**src/rtl/cec_errp_pkg.sv**
```systemverilog
package cec_errp_pkg;
    typedef enum logic [1:0] {
        ST_IDLE  = 2'd0,
        ST_WAIT  = 2'd1,
        ST_PULSE = 2'd2
    } errp_state_e;
endpackage

```
**src/rtl/cec_errp_sync.sv**
```systemverilog
module cec_errp_sync (
    input  logic clk,
    input  logic rst_n,
    input  logic line_raw,
    output logic line_s,
    output logic line_rise
);
    typedef struct packed {
        logic meta;
        logic stable;
        logic prev;
    } sync_t;

    sync_t sync_d, sync_q;

    always_comb begin
        sync_d        = sync_q;
        sync_d.meta   = line_raw;
        sync_d.stable = sync_q.meta;
        sync_d.prev   = sync_q.stable;
    end

    always_ff @(posedge clk or negedge rst_n) begin
        if (!rst_n) sync_q <= '{meta: 1'b1, stable: 1'b1, prev: 1'b1};
        else        sync_q <= sync_d;
    end

    assign line_s    = sync_q.stable;
    assign line_rise = sync_q.stable & ~sync_q.prev;

    // a detected rise means the stable value was low one cycle earlier
    assert_rise_after_low_R10: assert property (@(posedge clk) disable iff (!rst_n)
        line_rise |-> $past(!line_s));
endmodule

```
**src/rtl/cec_errp_edgeflag.sv**
```systemverilog
module cec_errp_edgeflag (
    input  logic clk,
    input  logic rst_n,
    input  logic line_s,
    input  logic edge_clr,
    output logic flag
);
    typedef struct packed {
        logic seen_low;
    } flag_t;

    flag_t flag_d, flag_q;

    always_comb begin
        flag_d = flag_q;
        if (edge_clr)     flag_d.seen_low = 1'b0;
        else if (!line_s) flag_d.seen_low = 1'b1;
    end

    always_ff @(posedge clk or negedge rst_n) begin
        if (!rst_n) flag_q <= '0;
        else        flag_q <= flag_d;
    end

    assign flag = flag_q.seen_low;

    assert_clear_wins_R9: assert property (@(posedge clk) disable iff (!rst_n)
        edge_clr |=> !flag);
    assert_low_sets_R9: assert property (@(posedge clk) disable iff (!rst_n)
        (!line_s && !edge_clr) |=> flag);
endmodule

```
**src/rtl/cec_errp_ctrl.sv**
```systemverilog
module cec_errp_ctrl #(
    parameter int PULSE_TICKS = 3600,
    parameter int WAIT_TICKS  = 3600
) (
    input  logic clk,
    input  logic rst_n,
    input  logic tick_us,
    input  logic err_strobe,
    input  logic pulse_en,
    input  logic wait_mode,
    input  logic line_s,
    input  logic line_rise,
    output logic drive_low_n,
    output logic done
);
    import cec_errp_pkg::*;

    localparam int MAX_TICKS = (PULSE_TICKS > WAIT_TICKS) ? PULSE_TICKS : WAIT_TICKS;
    localparam int CNT_W     = (MAX_TICKS > 2) ? $clog2(MAX_TICKS) : 1;
    localparam logic [CNT_W-1:0] PULSE_LAST = CNT_W'(PULSE_TICKS - 1);
    localparam logic [CNT_W-1:0] WAIT_LAST  = CNT_W'(WAIT_TICKS - 1);

    typedef struct packed {
        errp_state_e      state;
        logic [CNT_W-1:0] cnt;
        logic             done;
    } ctrl_t;

    ctrl_t ctrl_d, ctrl_q;

    always_comb begin
        ctrl_d      = ctrl_q;
        ctrl_d.done = 1'b0;
        unique case (ctrl_q.state)
            ST_IDLE: begin
                if (err_strobe && pulse_en) begin
                    ctrl_d.cnt   = '0;
                    ctrl_d.state = (wait_mode && !line_s) ? ST_WAIT : ST_PULSE;
                end
            end
            ST_WAIT: begin
                if (line_rise) begin
                    ctrl_d.state = ST_PULSE;
                    ctrl_d.cnt   = '0;
                end else if (tick_us) begin
                    if (ctrl_q.cnt == WAIT_LAST) begin
                        ctrl_d.state = ST_IDLE;
                        ctrl_d.cnt   = '0;
                        ctrl_d.done  = 1'b1;
                    end else begin
                        ctrl_d.cnt = ctrl_q.cnt + 1'b1;
                    end
                end
            end
            ST_PULSE: begin
                if (tick_us) begin
                    if (ctrl_q.cnt == PULSE_LAST) begin
                        ctrl_d.state = ST_IDLE;
                        ctrl_d.cnt   = '0;
                        ctrl_d.done  = 1'b1;
                    end else begin
                        ctrl_d.cnt = ctrl_q.cnt + 1'b1;
                    end
                end
            end
            default: ctrl_d = '{state: ST_IDLE, cnt: '0, done: 1'b0};
        endcase
    end

    always_ff @(posedge clk or negedge rst_n) begin
        if (!rst_n) ctrl_q <= '{state: ST_IDLE, cnt: '0, done: 1'b0};
        else        ctrl_q <= ctrl_d;
    end

    assign drive_low_n = (ctrl_q.state != ST_PULSE);
    assign done        = ctrl_q.done;

    assert_disabled_idle_R1: assert property (@(posedge clk) disable iff (!rst_n)
        (ctrl_q.state == ST_IDLE && err_strobe && !pulse_en) |=> drive_low_n && !done);
    assert_direct_start_R2: assert property (@(posedge clk) disable iff (!rst_n)
        (ctrl_q.state == ST_IDLE && err_strobe && pulse_en && !wait_mode) |=> !drive_low_n);
    assert_wait_no_drive_R4: assert property (@(posedge clk) disable iff (!rst_n)
        (ctrl_q.state == ST_WAIT && !line_rise) |=> drive_low_n);
    assert_pulse_leaves_with_done_R8: assert property (@(posedge clk) disable iff (!rst_n)
        (!drive_low_n && tick_us && ctrl_q.cnt == PULSE_LAST) |=> drive_low_n && done);
    assert_done_single_R8: assert property (@(posedge clk) disable iff (!rst_n)
        done |=> !done);
    assert_counter_bound_R10: assert property (@(posedge clk) disable iff (!rst_n)
        !tick_us && ctrl_q.state != ST_IDLE && !line_rise |=> $stable(ctrl_q.cnt));
    assert_busy_strobe_ignored_R7: assert property (@(posedge clk) disable iff (!rst_n)
        (ctrl_q.state == ST_PULSE && !tick_us) |=> !drive_low_n);
endmodule

```
**src/rtl/cec_error_pulser.sv**
```systemverilog
module cec_error_pulser #(
    parameter int PULSE_TICKS = 3600,
    parameter int WAIT_TICKS  = 3600
) (
    input  logic clk,
    input  logic rst_n,
    input  logic tick_us,
    input  logic line_in,
    input  logic err_strobe,
    input  logic pulse_en,
    input  logic wait_mode,
    input  logic edge_clr,
    output logic drive_low_n,
    output logic done,
    output logic rx_edge_flag
);
    logic line_s;
    logic line_rise;

    cec_errp_sync u_sync (
        .clk       (clk),
        .rst_n     (rst_n),
        .line_raw  (line_in),
        .line_s    (line_s),
        .line_rise (line_rise)
    );

    cec_errp_ctrl #(
        .PULSE_TICKS (PULSE_TICKS),
        .WAIT_TICKS  (WAIT_TICKS)
    ) u_ctrl (
        .clk         (clk),
        .rst_n       (rst_n),
        .tick_us     (tick_us),
        .err_strobe  (err_strobe),
        .pulse_en    (pulse_en),
        .wait_mode   (wait_mode),
        .line_s      (line_s),
        .line_rise   (line_rise),
        .drive_low_n (drive_low_n),
        .done        (done)
    );

    cec_errp_edgeflag u_edgeflag (
        .clk      (clk),
        .rst_n    (rst_n),
        .line_s   (line_s),
        .edge_clr (edge_clr),
        .flag     (rx_edge_flag)
    );
endmodule

```
**config.mk**
```make
export PLATFORM = sky130hd
export DESIGN_NAME = cec_error_pulser
export DESIGN_NICKNAME = d
export VERILOG_FILES = /design/src/rtl/cec_errp_pkg.sv /design/src/rtl/cec_errp_sync.sv /design/src/rtl/cec_errp_edgeflag.sv /design/src/rtl/cec_errp_ctrl.sv /design/src/rtl/cec_error_pulser.sv
export SDC_FILE = /design/constraint.sdc
export NUM_CORES = 1
export LEC_CHECK = 0
export BUFFER_PORTS_ARGS = -buffer_cell sky130_fd_sc_hd__buf_2
export CORE_ASPECT_RATIO = 1.2
export CORE_MARGIN = 3
export CORE_UTILIZATION = 45
export DETAILED_ROUTE_END_ITERATION = 7
export PLACE_DENSITY = 0.67
export SYNTH_ARGS = -nofsm -noshare
export SYNTH_HDL_FRONTEND = slang
export SYNTH_HIERARCHICAL = 1
export SYNTH_SLANG_ARGS = --single-unit
```
**constraint.sdc**
```tcl
create_clock -name clk -period 2.3 [get_ports clk]
set_input_delay 0.46 -clock clk [delete_from_list [all_inputs] [get_ports clk]]
set_output_delay 0.46 -clock clk [all_outputs]
set_load 0.005 [all_outputs]
```
==> results.sh <==
export IMPL_postCtsSetupBuffers=0
export IMPL_layout_drive_gt1_share=0.236
export IMPL_crit_fanout=4
export IMPL_synth_edf_count=0
export IMPL_gp_congestion=0.836
export IMPL_start_kind="flop"
export IMPL_rr_endpoint="u_ctrl/ctrl_q[12]$_DFFE_PN0P_"
export IMPL_clock_latency_ns=0.30
export IMPL_cts_sinks=19
export IMPL_finalHoldViolCount=0
export IMPL_htreeDepth=1
export IMPL_cp_data_required_time_ns=2.53
export IMPL_final_max_slew_viol_count=0
export IMPL_cts_buffers=3
export IMPL_io_pins=11
export IMPL_leakage_nw=0.492
export IMPL_run_status="finished clean"
export IMPL_place_inst=149
export IMPL_cp_arrival_ns=2.07
export IMPL_wl_per_cell_um=15.2
export IMPL_cts_tree="done"
export IMPL_cap_violations=0
export IMPL_grt_use_total=0.174
export IMPL_root_buffer="clkbuf_4"
export IMPL_antenna_found_initial=0
export IMPL_viasPerCell=5.98
export IMPL_initial_utilization=0.502
export IMPL_yosysSeqAreaShare=0.437
export IMPL_max_freq_mhz=543
export IMPL_fp_dieH_um=60.1
export IMPL_place_hpwl_um=1700
export IMPL_r2r_slack_ns=0.46
export IMPL_area_delta_synth_final_pct=9.93
export IMPL_slew_limit_headroom=0.709
export IMPL_finalSetupTns_ns=0
export IMPL_syn_cell_area_mm2=0.00110
export IMPL_fin_nets=137
export IMPL_portBuffers=10
export IMPL_ys_ff_latch=19
export IMPL_setup_viol=0
export IMPL_ys_flop_type="dfrtp_1"
export IMPL_rsz0062_at_grt="no"
export IMPL_num_vias=915
export IMPL_diodes=0
export IMPL_hold_buffers=0
export IMPL_worst_pin_slew_ns=0.436
export IMPL_grt_overflow_total=0
export IMPL_final_cells=153
export IMPL_core_mm2=0.00218
export IMPL_route_detailed_drc=0
export IMPL_r2r_worst_path_cells=6
export IMPL_hold_class="primary input to async pin"
export IMPL_netlist_instances=110
export IMPL_fp_dieW_um=51.1
export IMPL_syn_nets=123
export IMPL_finalCritPeriodShare=0.801
export IMPL_final_min_clock_period_ns=1.84
export IMPL_dr_pass1_iters=4
export IMPL_clkSlewWorstSetupHoldPaths_ns=0.11
export IMPL_post_cts_resize_count=0
export IMPL_dieArea_mm2=0.00307
export IMPL_grt_pass1_wl_um=4040
export IMPL_rr_startpoint="u_ctrl/ctrl_q[13]$_DFFE_PN0P_"
export IMPL_cp_startpoint="u_ctrl/ctrl_q[13]$_DFFE_PN0P_"
export IMPL_ys_types=39
export IMPL_grt_pass1_vias=881
export IMPL_wirelength_um=2320
export IMPL_yosys_warnings=6
export IMPL_p_per_area_mw_per_mm2=832
export IMPL_clockBufferDepth=2
export IMPL_worstSetupPathType="flop to flop"
export IMPL_irDropWorstVdd_mv=0.546
export IMPL_grt_start_max_net_pins=20
export IMPL_cp_end_kind="flop"
export IMPL_antenna_left=0
export IMPL_skew_ns=0.00634
export IMPL_syn_area_per_cell_um2=9.96
export IMPL_synthArstFlopShare=1.00
export IMPL_row_count=18
export IMPL_drt_iter0_drc=47
worst max-delay path: stages (launching register included):
cell	delay (ns)
dfrtp_1	0.40
inv_1	0.09
ha_1	0.24
a21boi_1	0.16
or3_1	0.37
or3_1	0.36
a21oi_2	0.15
cell families (layout without fill, tap and decap cells):
logic type / Yosys count / in the layout / synth area share
DFF: 19 / 19 / 0.437
xor gates and xnor gates: 3 / 3 / 0.0240
buffers and inverters: 11 / 24 / 0.0491
and+or+nand+nor: 45 / 45 / 0.244
AOI/OAI and AO/OA: 27 / 27 / 0.188
adders and majority gates: 5 / 5 / 0.0571
worst max-delay path by stage:
stage,end,cells after the start
after CTS,u_ctrl/ctrl_q[12]$_DFFE_PN0P_,6
final,u_ctrl/ctrl_q[12]$_DFFE_PN0P_,6
after detailed placement,u_ctrl/ctrl_q[12]$_DFFE_PN0P_,6
after floorplan,u_ctrl/ctrl_q[12]$_DFFE_PN0P_,6
after global placement,u_ctrl/ctrl_q[13]$_DFFE_PN0P_,6
after global routing,u_ctrl/ctrl_q[9]$_DFFE_PN0P_,6
metal layers:
| layer | track usage | part of all wire |
|---|---|---|
| met5 | 0 | 0 |
| met4 | 0.0731 | 0.015 |
| met3 | 0.0224 | 0.069 |
| met2 | 0.285 | 0.46 |
| met1 | 0.231 | 0.45 |
placed cells by master (no fill, tap or decap), drive strengths merged:
| cell type | count |
|---|---|
| a21boi | 1 |
| nand2 | 9 |
| or3 | 3 |
| o21ai | 4 |
| and4 | 2 |
| o31ai | 1 |
| nand2b | 2 |
| dfrtp | 16 |
| a21oi | 7 |
| o32ai | 2 |
| nor2 | 6 |
| inv | 7 |
| a41oi | 2 |
| o211ai | 1 |
| xnor2 | 3 |
| a211oi | 2 |
| nor4bb | 1 |
| clkbuf | 4 |
| a21o | 1 |
| a31oi | 1 |
| nor2b | 1 |
| ha | 5 |
| or4 | 1 |
| and2 | 1 |
| nor4 | 2 |
| nand3b | 1 |
| dfstp | 3 |
| buf | 13 |
| nor4b | 1 |
| nand3 | 7 |
| nand4 | 5 |
| a22oi | 1 |
| o41ai | 2 |
| o2bb2ai | 2 |
| nor3 | 3 |
through the flow:
step                worst slack [ns]  hold WS [ns]  power [mW]  area (um2)   util
floorplan                      0.621         0.164       0.698        1100      -
global placement               0.565         0.346       0.830        1180  0.540
detailed placement             0.503         0.348       0.832        1180  0.540
CTS                            0.460        0.0883        1.01        1200  0.552
global route                   0.370         0.102        1.08        1200  0.552
finish                         0.457        0.0828        1.00        1200  0.552
Yosys cell counts, drive strengths merged (2+ instances only):
master | instances | area share
and4 | 2 | 0.018
or3 | 3 | 0.017
inv | 7 | 0.024
xnor2 | 3 | 0.024
buf | 4 | 0.025
dfstp | 3 | 0.072
nand2 | 9 | 0.033
o2bb2ai | 2 | 0.016
nor4 | 2 | 0.011
a21oi | 7 | 0.053
nand3 | 7 | 0.041
o41ai | 2 | 0.016
dfrtp | 16 | 0.37
nand2b | 2 | 0.011
ha | 5 | 0.057
o32ai | 2 | 0.016
nor2 | 6 | 0.021
o21ai | 4 | 0.018
a41oi | 2 | 0.016
a211oi | 2 | 0.014
nor3 | 3 | 0.014
nand4 | 5 | 0.029
power by group:
part	switching, mW	internal, mW	total [mW]
clock	0.106	0.0675	0.173
sequential	0.0273	0.367	0.394
combinational	0.271	0.165	0.436
total	0.404	0.599	1.00
sequential cells by signal (all words and copies together), names as in the netlist:
register,flops
u_ctrl/ctrl_q,14
u_ctrl/done,1
u_edgeflag/flag,1
u_sync/line_s,1
u_sync/sync_d,1
u_sync/sync_q,1
layout make-up:
class                           instances  area [um2]
Timing Repair Buffer                   13        72.6
Tap cell                               30        37.5
Clock buffer                            4        26.3
Fill cell                             208         980
Sequential cell                        19         479
Multi-Input combinational cell         80         563
Inverter                                7        26.3
No activity file was read; power rests on OpenSTA's default activity.
